`src/rtl/mog_pkg.sv`:
```
package mog_pkg;
  localparam int CNT_W = 4;

  typedef enum logic [1:0] {
    ST_IDLE  = 2'd0,
    ST_FENCE = 2'd1,
    ST_ACQ   = 2'd2
  } mog_state_e;

  typedef enum logic [1:0] {
    FK_FULL_ALT = 2'b00,
    FK_LOADS    = 2'b01,
    FK_STORES   = 2'b10,
    FK_FULL     = 2'b11
  } fence_kind_e;
endpackage

```
`src/rtl/mog_flight_ctr.sv`:
```
module mog_flight_ctr #(
  parameter int W = 4
) (
  input  logic         clk,
  input  logic         rst_n,
  input  logic         inc,
  input  logic         dec,
  output logic [W-1:0] cnt,
  output logic         zero
);
  logic [W-1:0] cnt_d;
  logic         cnt_en;

  // Register enable: change only when exactly one pulse is present.
  always_comb begin
    cnt_en = inc ^ dec;
    cnt_d  = cnt;
    if (inc && !dec) cnt_d = cnt + W'(1);
    else if (dec && !inc) cnt_d = cnt - W'(1);
  end

  always_ff @(posedge clk or negedge rst_n) begin
    if (!rst_n) cnt <= '0;
    else if (cnt_en) cnt <= cnt_d;
  end

  assign zero = (cnt == '0);
endmodule

```
`src/rtl/mog_seq.sv`:
```
module mog_seq
  import mog_pkg::*;
(
  input  logic        clk,
  input  logic        rst_n,
  input  logic        fence_acc,
  input  logic [1:0]  kind_in,
  input  logic        acq_acc,
  input  logic        acq_cmpl,
  input  logic        loads_clear,
  input  logic        stores_clear,
  output mog_state_e  state,
  output logic [1:0]  kind_q,
  output logic        fence_done
);
  mog_state_e state_d;
  logic       kind_en;
  logic       cond_met;

  // Wait condition of the pending fence, from its latched kind.
  always_comb begin
    unique case (kind_q)
      FK_LOADS:  cond_met = loads_clear;
      FK_STORES: cond_met = stores_clear;
      default:   cond_met = loads_clear && stores_clear;
    endcase
  end

  assign fence_done = (state == ST_FENCE) && cond_met;
  assign kind_en    = fence_acc;

  always_comb begin
    state_d = state;
    unique case (state)
      ST_IDLE: begin
        if (fence_acc)    state_d = ST_FENCE;
        else if (acq_acc) state_d = ST_ACQ;
      end
      ST_FENCE: if (cond_met) state_d = ST_IDLE;
      ST_ACQ:   if (acq_cmpl) state_d = ST_IDLE;
      default:  state_d = ST_IDLE;
    endcase
  end

  always_ff @(posedge clk or negedge rst_n) begin
    if (!rst_n) state <= ST_IDLE;
    else        state <= state_d;
  end

  always_ff @(posedge clk or negedge rst_n) begin
    if (!rst_n)       kind_q <= FK_FULL;
    else if (kind_en) kind_q <= kind_in;
  end
endmodule

```
`src/rtl/mem_order_gate.sv`:
```
module mem_order_gate
  import mog_pkg::*;
(
  input  logic       clk,
  input  logic       rst_n,
  input  logic       ld_issue,
  input  logic       ld_done,
  input  logic       st_issue,
  input  logic       st_done,
  input  logic       sb_empty,
  input  logic       fence_valid,
  input  logic [1:0] fence_kind,
  output logic       fence_ready,
  input  logic       acq_valid,
  output logic       acq_ready,
  input  logic       acq_cmpl,
  output logic       issue_ok,
  output logic       rel_ok,
  output logic       fence_done
);
  localparam int NCLS = 2;  // class 0: loads, class 1: stores

  logic             rst_meta, rst_q;
  logic [NCLS-1:0]  inc_v, dec_v, zero_v;
  logic [CNT_W-1:0] cnt_v [NCLS];
  logic [CNT_W-1:0] ld_cnt, st_cnt;
  logic             loads_clear, stores_clear;
  logic             fence_acc, acq_acc, idle;
  logic [1:0]       kind_q;
  mog_state_e       state;

  // Reset asserts at once, leaves after two clock edges.
  always_ff @(posedge clk or negedge rst_n) begin
    if (!rst_n) begin
      rst_meta <= 1'b0;
      rst_q    <= 1'b0;
    end else begin
      rst_meta <= 1'b1;
      rst_q    <= rst_meta;
    end
  end

  assign inc_v = {st_issue, ld_issue};
  assign dec_v = {st_done,  ld_done};

  for (genvar g = 0; g < NCLS; g++) begin : g_ctr
    mog_flight_ctr #(.W(CNT_W)) u_ctr (
      .clk  (clk),
      .rst_n(rst_q),
      .inc  (inc_v[g]),
      .dec  (dec_v[g]),
      .cnt  (cnt_v[g]),
      .zero (zero_v[g])
    );
  end

  assign ld_cnt       = cnt_v[0];
  assign st_cnt       = cnt_v[1];
  assign loads_clear  = zero_v[0];
  assign stores_clear = zero_v[1] && sb_empty;

  assign idle        = (state == ST_IDLE);
  assign fence_ready = idle;
  assign acq_ready   = idle && !fence_valid;
  assign fence_acc   = fence_valid && fence_ready;
  assign acq_acc     = acq_valid && acq_ready;

  mog_seq u_seq (
    .clk         (clk),
    .rst_n       (rst_q),
    .fence_acc   (fence_acc),
    .kind_in     (fence_kind),
    .acq_acc     (acq_acc),
    .acq_cmpl    (acq_cmpl),
    .loads_clear (loads_clear),
    .stores_clear(stores_clear),
    .state       (state),
    .kind_q      (kind_q),
    .fence_done  (fence_done)
  );

  assign issue_ok = idle && !fence_acc && !acq_acc;
  assign rel_ok   = issue_ok && loads_clear && stores_clear;
endmodule

```
`config.mk`:
```
export PLATFORM = sky130hd
export DESIGN_NAME = mem_order_gate
export DESIGN_NICKNAME = d
export VERILOG_FILES = /design/src/rtl/mog_pkg.sv /design/src/rtl/mog_flight_ctr.sv /design/src/rtl/mog_seq.sv /design/src/rtl/mem_order_gate.sv
export SDC_FILE = /design/constraint.sdc
export NUM_CORES = 1
export LEC_CHECK = 0
export ABC_AREA = 1
export ABC_CLOCK_PERIOD_IN_PS = 2200
export BUFFER_PORTS_ARGS = -buffer_cell sky130_fd_sc_hd__buf_2
export CAP_MARGIN = 0
export CORE_MARGIN = 2
export CORE_UTILIZATION = 57
export DETAILED_ROUTE_END_ITERATION = 10
export GPL_TIMING_DRIVEN = 0
export PLACE_DENSITY = 0.81
export SYNTH_ARGS = -nofsm -noshare
export SYNTH_HDL_FRONTEND = slang
export SYNTH_HIERARCHICAL = 1
export SYNTH_SLANG_ARGS = --single-unit
```
`constraint.sdc`:
```
create_clock -name clk -period 2.2 [get_ports clk]
set_input_delay 0.44 -clock clk [delete_from_list [all_inputs] [get_ports clk]]
set_output_delay 0.44 -clock clk [all_outputs]
set_load 0.01 [all_outputs]
```
==> flow_summary.yaml <==
global_routing:
  grt-ovfl-total: 0
  first_global_vias: 763
  grt_pass1_wl_um: 3080
  grtUsageTotal: 0.218
  grt_max_degree: 13
  antenna_found_initial: 0
clock_tree:
  cts_buffer_depth: 2
  root_buffer: "clkbuf_4"
  cts_made_buffers: 3
  cts_tree: "yes"
  clock_latency_ns: 0.28
  clk_pin_slew_ns: 0.09
  clock-sinks: 14
  htree_num_levels: 1
synthesis:
  syn_inst: 120
  yosysSeqAreaShare: 0.380
  synth_cell_types: 23
  synth.area.top_cells: "dfrtp_1 32%, nand2_1 16%, ha_1 11%, inv_1 7.7%, dfstp_2 5.7%"
  ys_warn_count: 6
  synth_area_leader_cell: "dfrtp_1"
  ys_ff_latch: 14
  syn_avg_cell_area_um2: 7.75
  synth_top_area_share: 0.323
  synth.cell_area_um2: 930
  synth_nets: 142
drt:
  avgRoutedWirePerCell_um: 11.7
  via_count: 832
  viasPerCell: 5.27
  ant_nets: 0
  dr.pass1.iters: 4
  drt_iter0_markers: 12
  drcViolationCount: 0
  drt-total-wl_um: 1850
critical_path:
  startpoint_type: "flop"
  cp_common_cell: "nand2_1"
  cpPeakStageDelay_ns: 0.47
  crit_required_ns: 1.76
  path_class: "flop to primary output"
  worstRegToRegCells: 7
  reg2reg_from: "u_seq/state[1]"
  cp_cell_sequence: "nor4_4, nand2_1, nand2_1, nand2_1, a21boi_1, buf_2"
  crit_fanout: 4
  crit_slowest_cell: "dfrtp_1"
  cp-end-kind: "primary output"
  ff2ff_setup_slack_ns: 0.60
  worstReg2RegEnd: "u_seq/state[1]"
  worstPathArrival_ns: 1.60
timing:
  whs_ns: 0.188
  tns_ns: 0
  setup-violations-final: 0
  finalHoldViolations: 0
  fmax_mhz: 491
  rsz0062_at_grt: "no"
  fin_ws_ns: 0.165
  period_share: 0.925
  worst_slew_pin_slew_ns: 0.687
  relSlewSlack: 0.539
  drv_slew: 0
  period_needed_ns: 2.04
  fin_skew_ns: 0.00578
finish:
  n_fill_cell: 129
  layout.cells.non_filler: 158
  multiInputGateArea_um2: 523
  ff_latch_area_um2: 355
  final_cell_mix: "40 x nand2_1, 19 x inv_1, 16 x buf_2, 10 x dfrtp_1, 8 x ha_1"
  drive_gt1_frac: 0.232
  nets: 165
  fin_util: 0.727
  layout_commonest_cell: "nand2_1"
  area_growth_pct: 19.1
  diodes: 0
floorplanning:
  rows: 14
  start_util: 0.610
  dieArea_um2: 1970
  core-area_um2: 1520
  die_w_um: 44.4
  boundaryPins: 17
  die_h_um: 44.4
run:
  maxCapViolations: 0
place:
  pre_cts_ws_ns: 0.224
  dp_cells: 152
  place_congestion: 0.838
  io_buffer_count: 16
  dpl.hpwl_um: 1380
power:
  peakVddDrop_uv: 741
  powerDensity_nw_per_um2: 1280
  p_leak_nw: 0.614
hold_path:
  hold_path.class: "flop to async pin"
outcome:
  status: "complete, no violations"
## cell families after synthesis
group,synth area share
buffers and inverters,0.0808
adder cells (fa/ha/maj),0.151
AO/OA/AOI/OAI,0.0350
flip-flops,0.380
XOR/XNOR,0.0377
other,0.00403
AND/OR/NAND/NOR,0.312
## worst max-delay path by stage
| stage | to | cells past startpoint | start |
|---|---|---|---|
| finish | fence_done | 6 | g_ctr[0].u_ctr/cnt[0] |
| CTS | fence_done | 8 | g_ctr[1].u_ctr/cnt[0] |
| global placement | fence_done | 6 | g_ctr[0].u_ctr/cnt[0] |
| detailed placement | fence_done | 6 | g_ctr[0].u_ctr/cnt[0] |
| global route | fence_done | 8 | g_ctr[1].u_ctr/cnt[2] |
| floorplan | fence_done | 5 | g_ctr[0].u_ctr/cnt[0] |
## state kept, by name, indices dropped and copies added (netlist names)
register,cells
g_ctr.u_ctr/cnt,8
u_seq/kind_q,2
u_seq/state,2
rst_meta,1
rst_q,1
## power by group
part           switching (W)  internal (W)
clock network      0.0000819      0.000101
logic               0.000373      0.000308
registers           0.000164      0.000386
## synth_stat cells (all sizes together)
cell type	n
nand2	42
inv	20
dfrtp	12
ha	8
nand3	8
nor2	8
o21ai	4
xnor2	4
dfstp	2
fa	2
nor3	2
nor4	2
or2	2
a21boi	1
a21oi	1
conb	1
nand3b	1
## final cells by class
| cell class | count | area share |
|---|---|---|
| multi-input cells | 86 | 0.472 |
| flip-flops and latches | 14 | 0.321 |
| repair buffers | 18 | 0.0881 |
| inverters | 20 | 0.0678 |
| clock buffers | 4 | 0.0328 |
| well taps | 16 | 0.0181 |
## critical path: cells and delay by family, from the launching register on
kind / cells / cell delay (ns)
AOI/OAI and AO/OA: 1 / 0.12
and+or+nand+nor: 4 / 0.58
DFF: 1 / 0.47
buffers and inverters: 1 / 0.14
## per-stage QoR
step / instance area (um2) / total power [W]
final: 1110 / 0.00141
after detailed placement: 1030 / 0.00116
after global routing: 1110 / 0.00156
after global placement: 1030 / 0.00111
after CTS: 1080 / 0.00136
after floorplan: 930 / 0.000994
## what timing repair did
item,4_1_cts,5_1_grt
pin swaps,0,1
hold buffers,1,0
hold endpoints to repair,2,0
endpoints found under the setup margin,1,1
buffers inserted,0,1
resized for setup,1,5
## routing by layer
metal  track usage  share of wire
met1         0.260           0.43
met5             0              0
met2         0.397           0.52
met3        0.0367          0.043
met4        0.0727          0.011
Power figures use the tool's default switching activity.
